File: src/rtl/epoch_sync_pkg.sv
package epoch_sync_pkg;

    // Word kinds carried on the link; encodings are visible at the ports.
    typedef enum logic [1:0] {
        WK_PROBE = 2'd0,
        WK_ECHO  = 2'd1,
        WK_SYNC  = 2'd2,
        WK_NONE  = 2'd3
    } word_kind_t;

    typedef enum logic [2:0] {
        ST_IDLE  = 3'd0,
        ST_LEAD  = 3'd1,
        ST_PROBE = 3'd2,
        ST_WAIT  = 3'd3,
        ST_TRACK = 3'd4
    } sync_state_t;

endpackage

File: src/rtl/epoch_counter.sv
module epoch_counter #(
    parameter int CW = 8
) (
    input  logic          clk,
    input  logic          rst_n,
    input  logic          hold,
    input  logic          skip,
    output logic [CW-1:0] cnt
);

    always_ff @(posedge clk) begin
        if (!rst_n)      cnt <= '0;
        else if (hold)   cnt <= cnt;
        else if (skip)   cnt <= cnt + CW'(2);
        else             cnt <= cnt + CW'(1);
    end


    hold_skip_excl_chk: assert property (@(posedge clk) disable iff (!rst_n)
        !(hold && skip));

endmodule

File: src/rtl/delay_meter.sv
module delay_meter #(
    parameter int CW     = 8,
    parameter int TRIALS = 8
) (
    input  logic          clk,
    input  logic          rst_n,
    input  logic          clear,
    input  logic          take,
    input  logic [CW-1:0] now,
    input  logic [CW-1:0] back,
    output logic          last,
    output logic [CW-1:0] avg
);

    localparam int LG = $clog2(TRIALS);
    localparam int AW = CW + LG;
    localparam int TW = $clog2(TRIALS + 1);

    logic [AW-1:0] acc, acc_nx;
    logic [TW-1:0] trials;
    logic [CW-1:0] sample;

    assign sample = now - back;              // modulo round trip
    assign acc_nx = acc + AW'(sample);
    assign last   = (trials == TW'(TRIALS - 1));

    always_ff @(posedge clk) begin
        if (!rst_n || clear) begin
            acc    <= '0;
            trials <= '0;
            avg    <= '0;
        end else if (take) begin
            acc    <= acc_nx;
            trials <= trials + TW'(1);
            if (last) avg <= CW'((acc_nx >> LG) >> 1);
        end
    end


    trial_bound_chk: assert property (@(posedge clk) disable iff (!rst_n)
        trials <= TW'(TRIALS));

endmodule

File: src/rtl/align_tracker.sv
module align_tracker #(
    parameter int CW      = 8,
    parameter int RUN_LEN = 4
) (
    input  logic                 clk,
    input  logic                 rst_n,
    input  logic                 clear,
    input  logic                 upd,
    input  logic [CW-1:0]        own,
    input  logic [CW-1:0]        ref_word,
    input  logic [CW-1:0]        delay,
    input  logic [CW-1:0]        tol,
    output logic                 hold,
    output logic                 skip,
    output logic signed [CW-1:0] misalign,
    output logic                 aligned
);

    localparam int RW = $clog2(RUN_LEN + 1);

    logic signed [CW-1:0] diff;
    logic [CW-1:0]        mag;
    logic                 in_tol;
    logic [RW-1:0]        streak;

    assign diff   = own - ref_word - delay;
    assign mag    = diff[CW-1] ? (~diff + CW'(1)) : diff;
    assign in_tol = (mag <= tol);
    assign hold   = upd && !diff[CW-1] && (diff != '0);
    assign skip   = upd && diff[CW-1];
    assign aligned = (streak == RW'(RUN_LEN));

    always_ff @(posedge clk) begin
        if (!rst_n || clear) begin
            streak   <= '0;
            misalign <= '0;
        end else if (upd) begin
            misalign <= diff;
            if (!in_tol)                      streak <= '0;
            else if (streak != RW'(RUN_LEN))  streak <= streak + RW'(1);
        end
    end


    aligned_after_upd_chk: assert property (@(posedge clk) disable iff (!rst_n)
        $rose(aligned) |-> $past(upd));

endmodule

File: src/rtl/epoch_align.sv
module epoch_align #(
    parameter int CW          = 8,
    parameter int TRIALS      = 8,
    parameter int SYNC_PERIOD = 16,
    parameter int RUN_LEN     = 4
) (
    input  logic                 clk,
    input  logic                 rst_n,
    input  logic                 start,
    input  logic                 role_child,
    input  logic [CW-1:0]        tol,
    input  logic                 rx_valid,
    input  logic [1:0]           rx_kind,
    input  logic [CW-1:0]        rx_word,
    output logic                 tx_valid,
    output logic [1:0]           tx_kind,
    output logic [CW-1:0]        tx_word,
    output logic [CW-1:0]        epoch,
    output logic [CW-1:0]        avg_delay,
    output logic signed [CW-1:0] misalign,
    output logic                 aligned,
    output logic                 tracking
);
    import epoch_sync_pkg::*;

    localparam int PW = $clog2(SYNC_PERIOD + 1);

    sync_state_t   st, st_nx;
    word_kind_t    rk;
    logic          echo_pend, sync_pend;
    logic [CW-1:0] echo_word;
    logic [PW-1:0] per_cnt;
    logic          hold, skip, last, clr;
    logic          send_echo, send_sync, send_probe, echo_rx, sync_rx;

    assign rk         = word_kind_t'(rx_kind);
    assign clr        = (st == ST_IDLE) && start;
    assign send_echo  = echo_pend;
    assign send_sync  = (st == ST_LEAD) && sync_pend && !echo_pend;
    assign send_probe = (st == ST_PROBE) && !echo_pend;
    assign echo_rx    = rx_valid && (rk == WK_ECHO) && (st == ST_WAIT);
    assign sync_rx    = rx_valid && (rk == WK_SYNC) && (st == ST_TRACK);

    epoch_counter #(.CW(CW)) u_cnt (
        .clk(clk), .rst_n(rst_n), .hold(hold), .skip(skip), .cnt(epoch)
    );

    delay_meter #(.CW(CW), .TRIALS(TRIALS)) u_meter (
        .clk(clk), .rst_n(rst_n), .clear(clr), .take(echo_rx),
        .now(epoch), .back(rx_word), .last(last), .avg(avg_delay)
    );

    align_tracker #(.CW(CW), .RUN_LEN(RUN_LEN)) u_track (
        .clk(clk), .rst_n(rst_n), .clear(clr), .upd(sync_rx),
        .own(epoch), .ref_word(rx_word), .delay(avg_delay), .tol(tol),
        .hold(hold), .skip(skip), .misalign(misalign), .aligned(aligned)
    );

    // State register
    always_ff @(posedge clk) begin
        if (!rst_n) st <= ST_IDLE;
        else        st <= st_nx;
    end

    // Next state
    always_comb begin
        st_nx = st;
        unique case (st)
            ST_IDLE:  if (start) st_nx = role_child ? ST_PROBE : ST_LEAD;
            ST_PROBE: if (send_probe) st_nx = ST_WAIT;
            ST_WAIT:  if (echo_rx) st_nx = last ? ST_TRACK : ST_PROBE;
            ST_LEAD:  st_nx = ST_LEAD;
            ST_TRACK: st_nx = ST_TRACK;
            default:  st_nx = ST_IDLE;
        endcase
    end

    // Echo holding and parent cadence
    always_ff @(posedge clk) begin
        if (!rst_n) begin
            echo_pend <= 1'b0;
            echo_word <= '0;
        end else if (rx_valid && rk == WK_PROBE) begin
            echo_pend <= 1'b1;
            echo_word <= rx_word;
        end else if (send_echo) begin
            echo_pend <= 1'b0;
        end
    end

    always_ff @(posedge clk) begin
        if (!rst_n || st != ST_LEAD) begin
            per_cnt   <= '0;
            sync_pend <= 1'b0;
        end else begin
            per_cnt <= (per_cnt == PW'(SYNC_PERIOD - 1)) ? '0 : per_cnt + PW'(1);
            if (per_cnt == PW'(SYNC_PERIOD - 1)) sync_pend <= 1'b1;
            else if (send_sync)                  sync_pend <= 1'b0;
        end
    end

    // Outputs
    always_comb begin
        tx_valid = 1'b0;
        tx_kind  = WK_NONE;
        tx_word  = '0;
        tracking = (st == ST_TRACK);
        if (send_echo) begin
            tx_valid = 1'b1; tx_kind = WK_ECHO;  tx_word = echo_word;
        end else if (send_sync) begin
            tx_valid = 1'b1; tx_kind = WK_SYNC;  tx_word = epoch;
        end else if (send_probe) begin
            tx_valid = 1'b1; tx_kind = WK_PROBE; tx_word = epoch;
        end
    end


    echo_turnaround_chk: assert property (@(posedge clk) disable iff (!rst_n)
        (rx_valid && rx_kind == 2'd0) |=>
            (tx_valid && tx_kind == 2'd1 && tx_word == $past(rx_word)));


    idle_count_chk: assert property (@(posedge clk) disable iff (!rst_n)
        (st == ST_IDLE) |=> (epoch == $past(epoch) + CW'(1)));


    lead_free_run_chk: assert property (@(posedge clk) disable iff (!rst_n)
        (st == ST_LEAD) |=> (epoch == $past(epoch) + CW'(1)));

endmodule

File: config.mk
export PLATFORM = sky130hd
export DESIGN_NAME = epoch_align
export DESIGN_NICKNAME = d
export VERILOG_FILES = /design/src/rtl/epoch_sync_pkg.sv /design/src/rtl/epoch_counter.sv /design/src/rtl/delay_meter.sv /design/src/rtl/align_tracker.sv /design/src/rtl/epoch_align.sv
export SDC_FILE = /design/constraint.sdc
export NUM_CORES = 1
export LEC_CHECK = 0
export ABC_AREA = 1
export BUFFER_PORTS_ARGS = -buffer_cell sky130_fd_sc_hd__buf_2
export CORE_MARGIN = 10
export CORE_UTILIZATION = 48
export CTS_CLUSTER_DIAMETER = 100
export DETAILED_ROUTE_END_ITERATION = 16
export PLACE_DENSITY = 0.69
export SYNTH_ARGS = -nofsm -noshare
export SYNTH_HDL_FRONTEND = slang
export SYNTH_SLANG_ARGS = --single-unit
File: constraint.sdc
create_clock -name clk -period 4.3 [get_ports clk]
set_input_delay 0.215 -clock clk [delete_from_list [all_inputs] [get_ports clk]]
set_output_delay 0.215 -clock clk [all_outputs]
set_load 0.01 [all_outputs]
==> results of run 1 <==
[cells by family after synthesis]
family / Yosys count
flip-flops: 59
adder cells (fa/ha/maj): 41
other: 1
buffers and inverters: 130
AO/OA/AOI/OAI: 115
AND/OR/NAND/NOR: 244
XOR/XNOR: 33
[layer usage]
metal | vias up | wire (microns) | global-route usage (%)
li1 | 2132 | - | -
met1 | 1838 | 4800 | 19.2
met4 | 0 | 138 | 4.59
met5 | - | 0 | 0
met2 | 78 | 5280 | 27.4
met3 | 12 | 531 | 4.51
[stage by stage]
step | utilization [%] | total power (uW) | worst slack (ns) | cells | hold WS [ns]
final | 57.4 | 1640 | 0.388 | 804 | 0.133
after CTS | 56.7 | 1640 | 0.138 | 801 | 0.129
after global routing | 57.4 | 1740 | 0.00462 | 804 | 0.128
after global placement | 53.9 | 989 | 0.388 | 785 | 0.432
after detailed placement | 53.9 | 997 | 0.172 | 785 | 0.439
after floorplan | - | 890 | 0.604 | 623 | 0.350
[cell type report]
type	instances	area, sq um
clock buffers	9	124
clock inverters	7	124
fillers	836	3680
inverters	118	443
multi-input cells	434	2580
flip-flops and latches	59	1180
well taps	108	135
repair buffers	69	373
[layout by cell type (no fill, tap or decap), types with 3 or more instances in the layout]
cell type  count
nand3_1       39
nand4_1        6
a21oi_1       58
clkbuf_8       9
buf_2         58
dfxtp_1       58
bufinv_16      3
buf_4         11
o211ai_1       9
nor3_1         8
o21ai_0       29
inv_1        114
xor2_1        27
ha_1          38
nor2_1        60
xnor2_1        6
o21ai_1        3
a21oi_2        4
nand2_2        3
nand2_1      113
nand3b_1       3
a211oi_1       3
[worst min-delay path, delay by kind of cell]
family          cells  cell delay (ns)
compound gates      1             0.11
buf+inv             2             0.13
[path summary, 6_finish.rpt]
| path | from | endpoint | slack, ns | cells after the start |
|---|---|---|---|---|
| max | u_cnt.cnt[0] | u_track.streak[0] | 0.39 | 28 |
| max reg2reg | u_cnt.cnt[0] | u_track.streak[0] | 0.39 | 28 |
| min reg2reg | per_cnt[0] | per_cnt[0] | 0.45 | 1 |
| min | rx_word[5] | echo_word[5] | 0.13 | 3 |
[report_power, final]
group | internal, uW | switching [uW]
combinational | 160 | 269
clock | 389 | 254
sequential | 559 | 11.6
total | 1110 | 535
[flip-flops by register name, summed over array words and instances (netlist names)]
signal,count
st,3
u_meter.trials,4
u_track.misalign,8
sync_pend,1
u_meter.avg,7
u_cnt.cnt,8
echo_word,8
u_track.streak,3
echo_pend,1
u_meter.acc,11
per_cnt,5
[what timing repair did]
action                                  in CTS  in global routing
gates resized for setup                      0                 11
buffers inserted                             0                  3
endpoints found under the setup margin       0                  3
hold buffers                                 0                  0
==> impl_metrics.env, run 1 <==
export IMPL_status="complete, no violations"
export IMPL_p_leak_uw=0.00262
export IMPL_worst_path_max_delay_cell="dfxtp_2"
export IMPL_wirelength_mm=10.8
export IMPL_placed_cell_area_sq_um=4650
export IMPL_drt_iter0_markers=218
export IMPL_crit_required_ns=4.58
export IMPL_fmax_mhz=256
export IMPL_via_per_inst=5.05
export IMPL_timing_max_slew_rel_slack_pct=56.0
export IMPL_wire_per_inst_microns=13.4
export IMPL_coreArea_sq_um=8640
export IMPL_crit_top_cell="nand2_1"
export IMPL_final_area_sq_um=4960
export IMPL_slew_violations=0
export IMPL_route_detailed_drc=0
export IMPL_synth_simple_area_share_pct=25.5
export IMPL_max_cap_violations=0
export IMPL_final_net_count=755
export IMPL_yosys_area_top_type="dfxtp_1"
export IMPL_dr_pass1_iters=5
export IMPL_hold_viol=0
export IMPL_numCtsBuffers=9
export IMPL_cts_htree_levels=3
export IMPL_insertion_delay_ns=0.35
export IMPL_synth_top_family_by_area="simple AND/OR/NAND/NOR gates"
export IMPL_io_buffers=58
export IMPL_clockBufferDepth=2
export IMPL_yosys_top_cells_area="dfxtp_1, ha_1, inv_1, nand2_1, a21oi_1"
export IMPL_ys_seq_area_share_pct=27.9
export IMPL_syn_area_sq_um=4230
export IMPL_crit_family="simple AND/OR/NAND/NOR gates"
export IMPL_synthAdderAreaFrac_pct=12.6
export IMPL_syn_instance_count=623
export IMPL_period_share_pct=91.0
export IMPL_ys_ff_latch=59
export IMPL_cts_root_buf="clkbuf_8"
export IMPL_synth_ff_type="dfxtp_1"
export IMPL_vias=4060
export IMPL_ys_types=40
export IMPL_tightest_slew_ns=0.660
export IMPL_ant_nets=0
export IMPL_synth_top_cell_area_share_pct=27.9
export IMPL_synthXorXnorAreaFrac_pct=6.83
export IMPL_clkTransAtPathRegs_ns=0.08
export IMPL_setup_viol=0
export IMPL_cts_tree="yes"
export IMPL_worst_path_largest_cell_delay_ns=0.36
export IMPL_overflow=0
export IMPL_placementRows=34
export IMPL_yosysWarnings=0
export IMPL_hp_class="input port to flip-flop"
export IMPL_cp_num_buf_inv=4
export IMPL_synth_nets=687
export IMPL_critPathKind="flip-flop to flip-flop"
export IMPL_yosysMostFrequentCell="inv_1"
export IMPL_rsz0062_at_grt="no"
export IMPL_ys_async_sr_fraction_pct=0
export IMPL_die_h_microns=114
export IMPL_synthToLayoutAreaGrowth_pct=17.1
export IMPL_antenna_diode_count=0
export IMPL_clock_skew_ns=0.0107
export IMPL_gp_congestion=0.888
export IMPL_synthMuxAreaShare_pct=0
export IMPL_final_setup_tns_ns=0
export IMPL_hpwl_mm=8.34
export IMPL_initial_utilization_pct=49.0
export IMPL_cp_end_kind="flip-flop"
export IMPL_grt_usage_pct=16.1
export IMPL_start_kind="flip-flop"
export IMPL_antenna_found_initial=0
export IMPL_grt_pass1_wl_mm=17.4
export IMPL_drive_gt1_share_pct=15.8
export IMPL_min_period_ns=3.91
export IMPL_synth_compound_area_share_pct=15.0
export IMPL_die_w_microns=114
export IMPL_ios=60
export IMPL_grt_max_degree=21
export IMPL_die_area_sq_um=13000
export IMPL_worst_path_max_fanout=7
export IMPL_grt_pass1_vias=3744
export IMPL_ir_drop_mv=0.156
export IMPL_cts_sinks=59
export IMPL_arrival_ns=4.19
export IMPL_synthTopCellsByCount="inv_1, nand2_1, nor2_1"
export IMPL_synth_edf_count=0
export IMPL_syn_area_per_cell_sq_um=6.80
export IMPL_powerDensity_nw_per_um2=331
Note: power is estimated with default switching activity, not from simulation.
==> run 2, diff against run 1 <==
--- a/config.mk
+++ b/config.mk
@@ -6,12 +6,11 @@
 export NUM_CORES = 1
 export LEC_CHECK = 0
 export ABC_AREA = 1
-export BUFFER_PORTS_ARGS = -buffer_cell sky130_fd_sc_hd__buf_2
 export CORE_MARGIN = 10
 export CORE_UTILIZATION = 48
 export CTS_CLUSTER_DIAMETER = 100
 export DETAILED_ROUTE_END_ITERATION = 16
-export PLACE_DENSITY = 0.69
+export DONT_BUFFER_PORTS = 1
 export SYNTH_ARGS = -nofsm -noshare
 export SYNTH_HDL_FRONTEND = slang
 export SYNTH_SLANG_ARGS = --single-unit
==> run 2 against run 1 <==
  * First-iteration DRC count decreased by 21%
  * Global-route usage increased by 0.85 points
  * Wire length increased by 0.40%
  * Total power fell by 3.8%
  * Die area unchanged
  * Via count shrank 4.1%
  * Clock skew grew 0.0049 ns
  * Critical path type unchanged
  * Largest cell class unchanged
  * Largest power group unchanged
==> impl_metrics.env, run 2 (same netlist as run 1, synthesis figures left out) <==
export IMPL_min_period_ns=3.92
export IMPL_final_net_count=699
export IMPL_cts_tree="yes"
export IMPL_die_w_microns=114
export IMPL_critPathKind="flip-flop to flip-flop"
export IMPL_drive_gt1_share_pct=7.81
export IMPL_cts_sinks=59
export IMPL_worstHoldStart="rst_n"
export IMPL_grt_pass1_wl_mm=18.3
export IMPL_p_leak_uw=0.00235
export IMPL_layout_common_cells="inv_1, nand2_1, nor2_1"
export IMPL_wire_per_inst_microns=14.4
export IMPL_io_buffers=0
export IMPL_tightest_slew_ns=0.634
export IMPL_crit_required_ns=4.56
export IMPL_grt_max_degree=21
export IMPL_hpwl_mm=8.30
export IMPL_final_util_pct=54.2
export IMPL_drt_iter0_markers=173
export IMPL_rr_startpoint="u_cnt.cnt[0]"
export IMPL_hp_class="input port to flip-flop"
export IMPL_period_share_pct=91.2
export IMPL_wl_met1_mm=4.96
export IMPL_hold_viol=0
export IMPL_clock_skew_ns=0.0156
export IMPL_grt_pass1_vias=3820
export IMPL_coreArea_sq_um=8640
export IMPL_overflow=0
export IMPL_powerDensity_nw_per_um2=338
export IMPL_cts_htree_levels=3
export IMPL_slew_violations=0
export IMPL_cts_root_buf="clkbuf_8"
export IMPL_rsz0062_at_grt="no"
export IMPL_antenna_found_initial=0
export IMPL_status="complete, no violations"
export IMPL_final_common_cell="inv_1"
export IMPL_placementRows=34
export IMPL_ios=60
export IMPL_gp_congestion=0.909
export IMPL_insertion_delay_ns=0.35
export IMPL_vias=3893
export IMPL_ir_drop_mv=0.150
export IMPL_ant_nets=0
export IMPL_highest_layer="met4"
export IMPL_fmax_mhz=255
export IMPL_cp_end_kind="flip-flop"
export IMPL_clockBufferDepth=2
export IMPL_worst_path_max_fanout=4
export IMPL_initial_utilization_pct=49.0
export IMPL_start_kind="flip-flop"
export IMPL_max_cap_violations=0
export IMPL_p_total_uw=1580
export IMPL_route_detailed_drc=0
export IMPL_setup_viol=0
export IMPL_wirelength_mm=10.8
export IMPL_dr_pass1_iters=5
export IMPL_final_setup_tns_ns=0
export IMPL_grt_usage_pct=16.9
export IMPL_setup_worst_path_start="u_cnt.cnt[0]"
export IMPL_dp_cells=726
export IMPL_pre_cts_ws_ns=0.175
export IMPL_final_cells=748
export IMPL_setup_ws_ns=0.380
export IMPL_met2_length_mm=4.99
export IMPL_timing_max_slew_rel_slack_pct=57.7
export IMPL_top_register="u_meter.acc"
export IMPL_arrival_ns=4.18
export IMPL_routed_wl_met3_microns=617
export IMPL_die_h_microns=114
export IMPL_numCtsBuffers=9
export IMPL_synthToLayoutAreaGrowth_pct=10.5
export IMPL_clkTransAtPathRegs_ns=0.09
export IMPL_largest_register_ffs=11
export IMPL_die_area_sq_um=13000
export IMPL_via_per_inst=5.20
export IMPL_antenna_diode_count=0
[run 2: cell count changes in the layout (fill, tap and decap cells not counted), sizes merged]
cell / before / now
buf: 69 / 10
bufinv: 3 / 2
clkinv: 4 / 5
clkinvlp: 1 / 0
dlygate4sd3: 0 / 3
inv: 117 / 118
[run 2: critical path, cell delays in order, from the launching register on]
cell and delay, ns:
dfxtp_1 0.32, inv_2 0.07, ha_1 0.13, inv_1 0.06, fa_1 0.63, inv_1 0.10
fa_1 0.43, inv_1 0.09, nand3_1 0.08, nand3_1 0.17, xor2_4 0.26, nor2_1 0.11
nor2_1 0.13, xor2_1 0.16, inv_1 0.07, ha_1 0.30, a21oi_2 0.14, o21ai_0 0.08
a21oi_1 0.16, o21ai_2 0.10, a211oi_2 0.22
[run 2: layer usage]
metal | vias up | GRT usage (%)
met3 | 21 | 3.83
met1 | 1759 | 21.7
met4 | 0 | 5.93
met5 | - | 0
li1 | 2023 | -
met2 | 90 | 27.2
[run 2: through the flow]
step                hold WS (ns)  area [sq um]
floorplan                  0.350          4230
global placement           0.341          4350
detailed placement         0.347          4350
CTS                      0.00155          4610
global route              0.0158          4680
finish                    0.0107          4680
[run 2: path summary, 6_finish.rpt]
kind	end	slack [ns]	cells after the start
min reg2reg	per_cnt[0]	0.45	1
max reg2reg	u_track.streak[1]	0.38	20
min	echo_word[6]	0.01	2
max	u_track.streak[1]	0.38	20
[run 2: power breakdown]
part / switching (uW) / internal, uW
Sequential: 10.8 / 558
Combinational: 271 / 148
Clock: 260 / 331
[run 2: layout make-up]
cell class	instances	area, sq um
clock buffer	9	124
tap	108	135
timing repair buffer	13	105
fill	867	3960
inverter	118	443
clock inverter	7	100
multi-input combinational	434	2590
sequential	59	1180
[run 2: repair_timing]
item                                    in CTS  in global routing
endpoints found under the hold margin       10                  0
resized for setup                            0                 11
endpoints found under the setup margin       0                  3
setup buffers                                0                  3
hold buffers                                 3                  0
